File: config.mk
export PLATFORM = sky130hd
export DESIGN_NAME = cfg_packet_decoder
export DESIGN_NICKNAME = d
export VERILOG_FILES = /design/src/rtl/cfgdec_pkg.sv /design/src/rtl/cfgdec_parser.sv /design/src/rtl/cfgdec_regfile.sv /design/src/rtl/cfgdec_cmdunit.sv /design/src/rtl/cfg_packet_decoder.sv
export SDC_FILE = /design/constraint.sdc
export NUM_CORES = 1
export LEC_CHECK = 0
export ABC_AREA = 0
export ABC_CLOCK_PERIOD_IN_PS = 32200
export BUFFER_PORTS_ARGS = -buffer_cell sky130_fd_sc_hd__buf_2
export CORE_MARGIN = 1
export CORE_UTILIZATION = 31
export DETAILED_ROUTE_END_ITERATION = 7
export PLACE_DENSITY = 0.48
export SYNTH_ARGS = -nofsm -noshare
export SYNTH_HDL_FRONTEND = slang
export SYNTH_SLANG_ARGS = --single-unit
File: constraint.sdc
create_clock -name clk -period 32.2 [get_ports clk]
set_input_delay 6.44 -clock clk [delete_from_list [all_inputs] [get_ports clk]]
set_output_delay 6.44 -clock clk [all_outputs]
set_load 0.005 [all_outputs]
File: src/rtl/cfgdec_pkg.sv
package cfgdec_pkg;
  localparam int WORD_W = 32;
  localparam int ADDR_W = 5;
  localparam int CNT_W  = 11;

  localparam logic [2:0] PTYPE_ONE = 3'b001;
  localparam logic [1:0] OP_WRITE  = 2'b10;

  typedef enum logic { PH_HDR, PH_DATA } phase_t;

  typedef struct packed {
    logic [2:0]       ptype;
    logic [1:0]       op;
    logic [8:0]       rsv_hi;
    logic [ADDR_W-1:0] addr;
    logic [1:0]       rsv_lo;
    logic [CNT_W-1:0] count;
  } hdr_t;
endpackage

File: src/rtl/cfgdec_parser.sv
module cfgdec_parser
  import cfgdec_pkg::*;
(
  input  logic              clk,
  input  logic              rst_n,
  input  logic              in_valid,
  input  logic [WORD_W-1:0] in_word,
  output logic              wr_en,
  output logic [ADDR_W-1:0] wr_addr,
  output logic [WORD_W-1:0] wr_data,
  output logic              err_flag
);
  phase_t            phase_q, phase_d;
  logic [ADDR_W-1:0] addr_q, addr_d;
  logic [CNT_W-1:0]  remain_q, remain_d;
  logic              err_q, err_d;
  hdr_t              hdr;

  assign hdr = hdr_t'(in_word);

  always_comb begin
    phase_d  = phase_q;
    addr_d   = addr_q;
    remain_d = remain_q;
    err_d    = err_q;
    wr_en    = 1'b0;
    if (in_valid) begin
      if (phase_q == PH_DATA) begin
        wr_en    = 1'b1;
        remain_d = remain_q - CNT_W'(1);
        if (remain_q == CNT_W'(1)) phase_d = PH_HDR;
      end else if (in_word == '0) begin
        phase_d = PH_HDR;
      end else if (hdr.ptype != PTYPE_ONE) begin
        err_d = 1'b1;
      end else if (hdr.op == OP_WRITE && hdr.count != '0) begin
        phase_d  = PH_DATA;
        addr_d   = hdr.addr;
        remain_d = hdr.count;
      end
    end
  end

  always_ff @(posedge clk or negedge rst_n) begin
    if (!rst_n) begin
      phase_q  <= PH_HDR;
      addr_q   <= '0;
      remain_q <= '0;
      err_q    <= 1'b0;
    end else begin
      phase_q  <= phase_d;
      addr_q   <= addr_d;
      remain_q <= remain_d;
      err_q    <= err_d;
    end
  end

  assign wr_addr  = addr_q;
  assign wr_data  = in_word;
  assign err_flag = err_q;


  data_count_live_chk: assert property (@(posedge clk) disable iff (!rst_n)
    phase_q == PH_DATA |-> remain_q != '0);

  write_needs_valid_chk: assert property (@(posedge clk) disable iff (!rst_n)
    wr_en |-> in_valid);

  err_sticky_chk: assert property (@(posedge clk) disable iff (!rst_n)
    err_q |=> err_q);

  flush_no_effect_chk: assert property (@(posedge clk) disable iff (!rst_n)
    (in_valid && phase_q == PH_HDR && in_word == '0) |=> ($stable(err_q) && phase_q == PH_HDR));
endmodule

File: src/rtl/cfgdec_regfile.sv
module cfgdec_regfile
  import cfgdec_pkg::*;
#(
  parameter int OPT_ADDR = 9,
  parameter int CMD_ADDR = 4
) (
  input  logic              clk,
  input  logic              rst_n,
  input  logic              wr_en,
  input  logic [ADDR_W-1:0] wr_addr,
  input  logic [WORD_W-1:0] wr_data,
  input  logic [ADDR_W-1:0] rd_addr,
  output logic [WORD_W-1:0] rd_data,
  output logic [WORD_W-1:0] opt_q,
  output logic [WORD_W-1:0] cmd_q
);
  localparam int NUM_REGS = 2 ** ADDR_W;

  logic [WORD_W-1:0] regs_q [NUM_REGS];

  for (genvar i = 0; i < NUM_REGS; i++) begin : g_reg
    logic ld;
    assign ld = wr_en && (wr_addr == ADDR_W'(i));
    always_ff @(posedge clk or negedge rst_n) begin
      if (!rst_n) begin
        regs_q[i] <= '0;
      end else if (ld) begin
        regs_q[i] <= wr_data;
      end
    end
  end

  assign rd_data = regs_q[rd_addr];
  assign opt_q   = regs_q[OPT_ADDR];
  assign cmd_q   = regs_q[CMD_ADDR];
endmodule

File: src/rtl/cfgdec_cmdunit.sv
module cfgdec_cmdunit
  import cfgdec_pkg::*;
#(
  parameter int                CMD_ADDR   = 4,
  parameter logic [WORD_W-1:0] START_CODE = 32'h0000_0005,
  parameter logic [WORD_W-1:0] RCRC_CODE  = 32'h0000_0007
) (
  input  logic              clk,
  input  logic              rst_n,
  input  logic              wr_en,
  input  logic [ADDR_W-1:0] wr_addr,
  input  logic [WORD_W-1:0] wr_data,
  output logic              start_pls,
  output logic              rcrc_pls
);
  logic cmd_hit, start_d, rcrc_d, start_q, rcrc_q;

  always_comb begin
    cmd_hit = wr_en && (wr_addr == ADDR_W'(CMD_ADDR));
    start_d = cmd_hit && (wr_data == START_CODE);
    rcrc_d  = cmd_hit && (wr_data == RCRC_CODE);
  end

  always_ff @(posedge clk or negedge rst_n) begin
    if (!rst_n) begin
      start_q <= 1'b0;
      rcrc_q  <= 1'b0;
    end else begin
      start_q <= start_d;
      rcrc_q  <= rcrc_d;
    end
  end

  assign start_pls = start_q;
  assign rcrc_pls  = rcrc_q;
endmodule

File: src/rtl/cfg_packet_decoder.sv
module cfg_packet_decoder
  import cfgdec_pkg::*;
#(
  parameter int                OPT_ADDR   = 9,
  parameter int                CMD_ADDR   = 4,
  parameter logic [WORD_W-1:0] START_CODE = 32'h0000_0005,
  parameter logic [WORD_W-1:0] RCRC_CODE  = 32'h0000_0007
) (
  input  logic              clk,
  input  logic              rst_n,
  input  logic              cfg_valid,
  input  logic [WORD_W-1:0] cfg_word,
  output logic              cfg_ready,
  input  logic [ADDR_W-1:0] rd_addr,
  output logic [WORD_W-1:0] rd_data,
  output logic [WORD_W-1:0] opt_reg,
  output logic [WORD_W-1:0] cmd_reg,
  output logic              startup_pulse,
  output logic              crc_reset_pulse,
  output logic              frame_err
);
  logic [1:0]        rst_sync_q;
  logic              rst_i_n;
  logic              wr_en;
  logic [ADDR_W-1:0] wr_addr;
  logic [WORD_W-1:0] wr_data;

  always_ff @(posedge clk or negedge rst_n) begin
    if (!rst_n) rst_sync_q <= 2'b00;
    else        rst_sync_q <= {rst_sync_q[0], 1'b1};
  end
  assign rst_i_n   = rst_sync_q[1];
  assign cfg_ready = 1'b1;

  cfgdec_parser u_parser (
    .clk(clk), .rst_n(rst_i_n), .in_valid(cfg_valid), .in_word(cfg_word),
    .wr_en(wr_en), .wr_addr(wr_addr), .wr_data(wr_data), .err_flag(frame_err)
  );

  cfgdec_regfile #(.OPT_ADDR(OPT_ADDR), .CMD_ADDR(CMD_ADDR)) u_regs (
    .clk(clk), .rst_n(rst_i_n), .wr_en(wr_en), .wr_addr(wr_addr),
    .wr_data(wr_data), .rd_addr(rd_addr), .rd_data(rd_data),
    .opt_q(opt_reg), .cmd_q(cmd_reg)
  );

  cfgdec_cmdunit #(.CMD_ADDR(CMD_ADDR), .START_CODE(START_CODE), .RCRC_CODE(RCRC_CODE)) u_cmd (
    .clk(clk), .rst_n(rst_i_n), .wr_en(wr_en), .wr_addr(wr_addr),
    .wr_data(wr_data), .start_pls(startup_pulse), .rcrc_pls(crc_reset_pulse)
  );


  startup_matches_cmd_chk: assert property (@(posedge clk) disable iff (!rst_i_n)
    startup_pulse |-> cmd_reg == START_CODE);

  rcrc_matches_cmd_chk: assert property (@(posedge clk) disable iff (!rst_i_n)
    crc_reset_pulse |-> cmd_reg == RCRC_CODE);

  pulse_from_cmd_write_chk: assert property (@(posedge clk) disable iff (!rst_i_n)
    (startup_pulse || crc_reset_pulse) |-> $past(wr_en && wr_addr == ADDR_W'(CMD_ADDR)));
endmodule

# Word-level counts from Yosys, hierarchy flattened
# Index checks and enable logic that the tools add are counted.
# classes
bitwise	4
eq_ne	38
add_sub_neg	1
magnitude_cmp	1
n_reduce_logical	42
n_mux	14
# ops
op	count
32-bit binary-select mux with 5-bit select	1
5-bit == test, second input constant	16
32-bit by 3-bit == test with 1-bit output, second input constant	2
32-bit two-way mux	2
11-bit two-way mux	4
5-bit by 4-bit == test with 1-bit output, second input constant	8
1-bit logical AND	35
32-bit zero test	1
5-bit by 3-bit == test with 1-bit output, second input constant	4
11-bit by 1-bit == test with 1-bit output, second input constant	1
11-bit nonzero test	1
11-bit by 1-bit subtractor with 11-bit output, second input constant	1
5-bit by 2-bit == test with 1-bit output, second input constant	2
4-bit AND reduction	2
1-bit two-way mux	7
6-bit greater-or-equal comparator, second input constant	1
5-bit inverter with 6-bit output	1
5-bit by 1-bit == test with 1-bit output, second input constant	1
5-bit zero test	1
5-bit AND reduction	1
2-bit by 1-bit inequality test with 1-bit output, second input constant	2
3-bit by 1-bit inequality test with 1-bit output, second input constant	1
1-bit inverter	3
2-bit == test, second input constant	1
2-bit nonzero test	1
# totals
elab_cells	139
out_inout_bits	100
ff_bits	1046
in_bits	40

# Longest topological paths before layout
# depth
word_depth	6
mapped_depth	9
depth_no_buf	7

# Hierarchy
# From an unflattened synthesis, not the netlist that was laid out.
# unflattened
cells_unflattened	3691
hier_area_um2	49130.9
# modules_own_cells
mod	cells_per_inst	seq_area_each_um2	area_each_um2	n_inst
cfgdec_regfile	3516	25624.6	47525.6	1
cfgdec_parser	153	450.4	1378.8	1
cfgdec_cmdunit	18	50.0	165.2	1
cfg_packet_decoder	4	50.0	61.3	1

# Least setup slack after synthesis
# Ideal clock, no wire load.
# synth_timing
kind	input to output
start	input rd_addr[0]
end	output rd_data[10]
required_ns	25.760
setup_slack_ns	17.846
arrival_ns	7.914
n_path_buf	3
stages	6
path_cell_list	buf_2 -> buf_2 -> buf_2 -> mux4_2 -> a21oi_1 -> nand4_1
# synth_via
elab_chain_len	4
# synth_lines
item	line_no	text
from (decl)	cfg_packet_decoder.sv:14	input logic [ADDR_W-1:0] rd_addr,
5-bit inverter with 6-bit output (not written as such)	cfgdec_regfile.sv:33	assign rd_data = regs_q[rd_addr];
32-bit binary-select mux with 5-bit select	cfgdec_regfile.sv:33	
32-bit two-way mux (not written as such) (2 in a row)	cfgdec_regfile.sv:33	
to (decl)	cfg_packet_decoder.sv:15	output logic [WORD_W-1:0] rd_data,
# Every way passes these cells. The select of a mux whose other input is x is not followed.

# Worst setup path in the final report
# layout_timing
start	input rd_addr[0]
end	output rd_data[31]
# Same word-level chain as after synthesis.

==> flow_summary.toml <==
[finish]
area_delta_synth_final_pct = 13.0
nets = 3440
final_layout_size_suffix_gt1_frac = 0.451
fillers = 14900
finalNonFillerCells = 5538

[power_and_ir_drop]
internal-power_mw = 2.44
combinationalPowerShare = 0.117
p_sw_mw = 0.837
cellLeakagePower_nw = 26.1
pwr-share-seq = 0.461
power_density_mw_per_mm2 = 60.1
switching_share = 0.255
clkPwrFrac = 0.421
vdd_drop_max_mv = 0.0438

[sta]
rsz0062_at_grt = "no"
setup_viol = 0
tightest_slew_ns = 1.23
hold_viol = 0
clock_skew_ns = 0.0224
relSlewSlack = 0.180
fmax_ghz = 0.0601
setup_tns_ns = 0
maxSlewViolCount = 0
post-route-min-period_ns = 16.63
period_share = 0.517

[routing]
drc = 12
via_per_inst = 5.15
ant_nets = 0
drt-wirelength-per-cell_um = 25.6
vias = 28500
initialDrtViolationCount = 1728
dr.pass1.iters = 8
wl_mm = 142

[floorplan]
pin_count = 140
start_util = 0.313
design.die.area_mm2 = 0.157
die_w_um = 397
core_mm2 = 0.154
num_rows = 144
fp.dieH_um = 397

[clock_network]
cts_setup_buffers = 0
clk_latency_ns = 0.74
clock_sinks = 1046
clk_path_buf_depth = 3
cts_tree = "built"
cts_root_buf = "clkbuf_16"
ctsHoldBuffers = 0
path_clk_slew_ns = 0.06
htreeDepth = 3
post_cts_resized = 0
numCtsBuffers = 116

[worst_setup_path]
critical_path.startpoint = "rd_addr[0]"
critPathArrivalTime_ns = 10.19
reg2reg_from = "rst_sync_q[1]$_DFF_PN0_"
cp-start-kind = "input pin"
reg2reg_depth = 3
cp-end-kind = "primary output"
cp_max_fo = 44
path_class = "input pin to primary output"
critical_path_required_ns = 25.76

[global_route]
globalRoute.totalOverflow = 0
grt_max_degree = 178
antenna_found_initial = 10
grt_pass1_vias = 29800
grt_pass1_wl_mm = 213
grt.total_usage = 0.182

[logic_synthesis]
syn_area_mm2 = 0.0483
synth-main-ff-cell = "dfrtp_1"
synth_edf_count = 0
netlist_instances = 3443
ys_ff_latch = 1046
synthDistinctLibCells = 48
async_reset_ff_frac = 1.00
ys_seq_area_frac = 0.542
synth.avg_cell_area_um2 = 14.0
ys_warn_count = 0

[placed_design]
globalplace.congestion = 0.755
dp_cells = 5324
dp_hpwl_mm = 79.6
numPortBuffers = 138

[run_status]
violations = "DRC"
status = "complete, but fails checks"

[hold_path]
min_path_cells = 0
hold_path_class = "register to register"
min_from = "rst_sync_q[0]$_DFF_PN0_"

[run]
cap_violations = 0
## power by group through the flow
stage | combinational, mW | sequential (mW) | clock [mW]
final | 0.385 | 1.51 | 1.38
after global routing | 0.425 | 1.53 | 1.47
after CTS | 0.393 | 1.51 | 1.43
after detailed placement | 0.392 | 1.54 | 0
after global placement | 0.389 | 1.53 | 0
after floorplan | 0.290 | 1.53 | 0
## synth_stat cells (2+ instances only)
library cell	instances	area, um2
nand3_1	76	380
mux2i_1	195	1950
mux4_2	128	2880
and2_1	3	18.8
clkbuf_1	157	589
nor2_2	2	12.5
nand2_1	33	124
nor3_1	6	30.0
nor4_1	10	62.6
buf_2	127	636
nor3_2	2	20.0
o22ai_1	10	62.6
and3_1	4	25.0
o2bb2ai_1	2	17.5
nand4_1	34	213
inv_1	7	26.3
nor2b_1	135	845
nand2b_1	5	31.3
a21boi_0	3	22.5
a31oi_1	2	12.5
ha_1	2	25.0
mux2_1	24	270
mux2_2	995	11200
a22oi_1	64	480
buf_4	74	556
a21oi_1	140	701
buf_1	24	90.1
dfrtp_1	1046	26200
nor2_1	33	124
o21ai_0	16	80.1
a211oi_1	66	495
nor4_2	2	25.0
## path summary, 6_finish.rpt
check	endpoint	slack (ns)
min in group asynchronous	u_regs.regs_q[183]$_DFFE_PN0P_	0.38
setup / recovery	rd_data[31]	15.57
max in group asynchronous	rst_sync_q[1]$_DFF_PN0_	26.57
hold reg to reg	rst_sync_q[1]$_DFF_PN0_	0.35
setup reg to reg	u_regs.regs_q[816]$_DFFE_PN0P_	28.44
hold / removal	rst_sync_q[1]$_DFF_PN0_	0.35
## critical path, cell delays in order
cell and delay (ns):
buf_8 0.45, buf_4 0.66, buf_4 0.81, nor2b_4 0.29, buf_4 0.51, a22oi_1 0.20
nand3_1 0.15, nand4_1 0.36, buf_2 0.27
## per-layer routing
layer	routed length, um	part of all wire	global-route usage
met3	5040	0.036	0.0268
met2	67100	0.47	0.292
met1	66900	0.47	0.256
met4	2840	0.020	0.0473
met5	41	0.00029	0
## kinds of logic after synthesis
family / Yosys count / share of synthesized area
flops: 1046 / 0.542
other cells: 1 / 0.0000776
fa+ha+maj: 2 / 0.000518
buf+inv: 390 / 0.0394
mux: 1342 / 0.338
simple gates: 352 / 0.0408
compound gates: 310 / 0.0399
## sequential cells by signal (all words and copies together), names as in the netlist
signal and flops:
u_parser.err_flag 1, u_cmd.start_pls 1, rst_sync_q 2, u_parser.phase_q 1
u_cmd.rcrc_pls 1, u_regs.regs_q 960, u_regs.cmd_q 32, u_regs.opt_q 32
u_parser.wr_addr 5, u_parser.remain_q 11
## placed cells by master (no fill, tap or decap), types with 72 or more instances in the layout
cell type,n
dfrtp_1,1045
mux2_2,995
mux2i_1,195
a21oi_1,140
buf_2,136
nor2b_1,133
mux4_2,128
clkbuf_16,118
buf_4,77
nand3_1,72
## final cells by class
type / count / area [um2] / share of cell area
inverters: 7 / 26.3 / 0.000481
clock inverters: 36 / 455 / 0.00834
clock buffers: 176 / 3500 / 0.0641
flip-flops and latches: 1046 / 26200 / 0.479
diodes: 2 / 5.00 / 0.0000917
repair buffers: 219 / 1370 / 0.0251
well taps: 2044 / 2560 / 0.0468
multi-input cells: 2008 / 20500 / 0.376
## metrics by stage
stage	utilization	area (um2)	setup slack (ns)	hold slack [ns]	power, mW
after floorplan	-	48300	0.884	0.331	1.82
after global routing	0.354	54600	15.17	0.366	3.43
after detailed placement	0.328	50600	15.40	0.337	1.93
after CTS	0.354	54600	15.40	0.351	3.33
after global placement	0.328	50600	15.53	0.333	1.92
final	0.354	54600	15.57	0.350	3.28
Note: power is estimated with default switching activity, not from simulation.
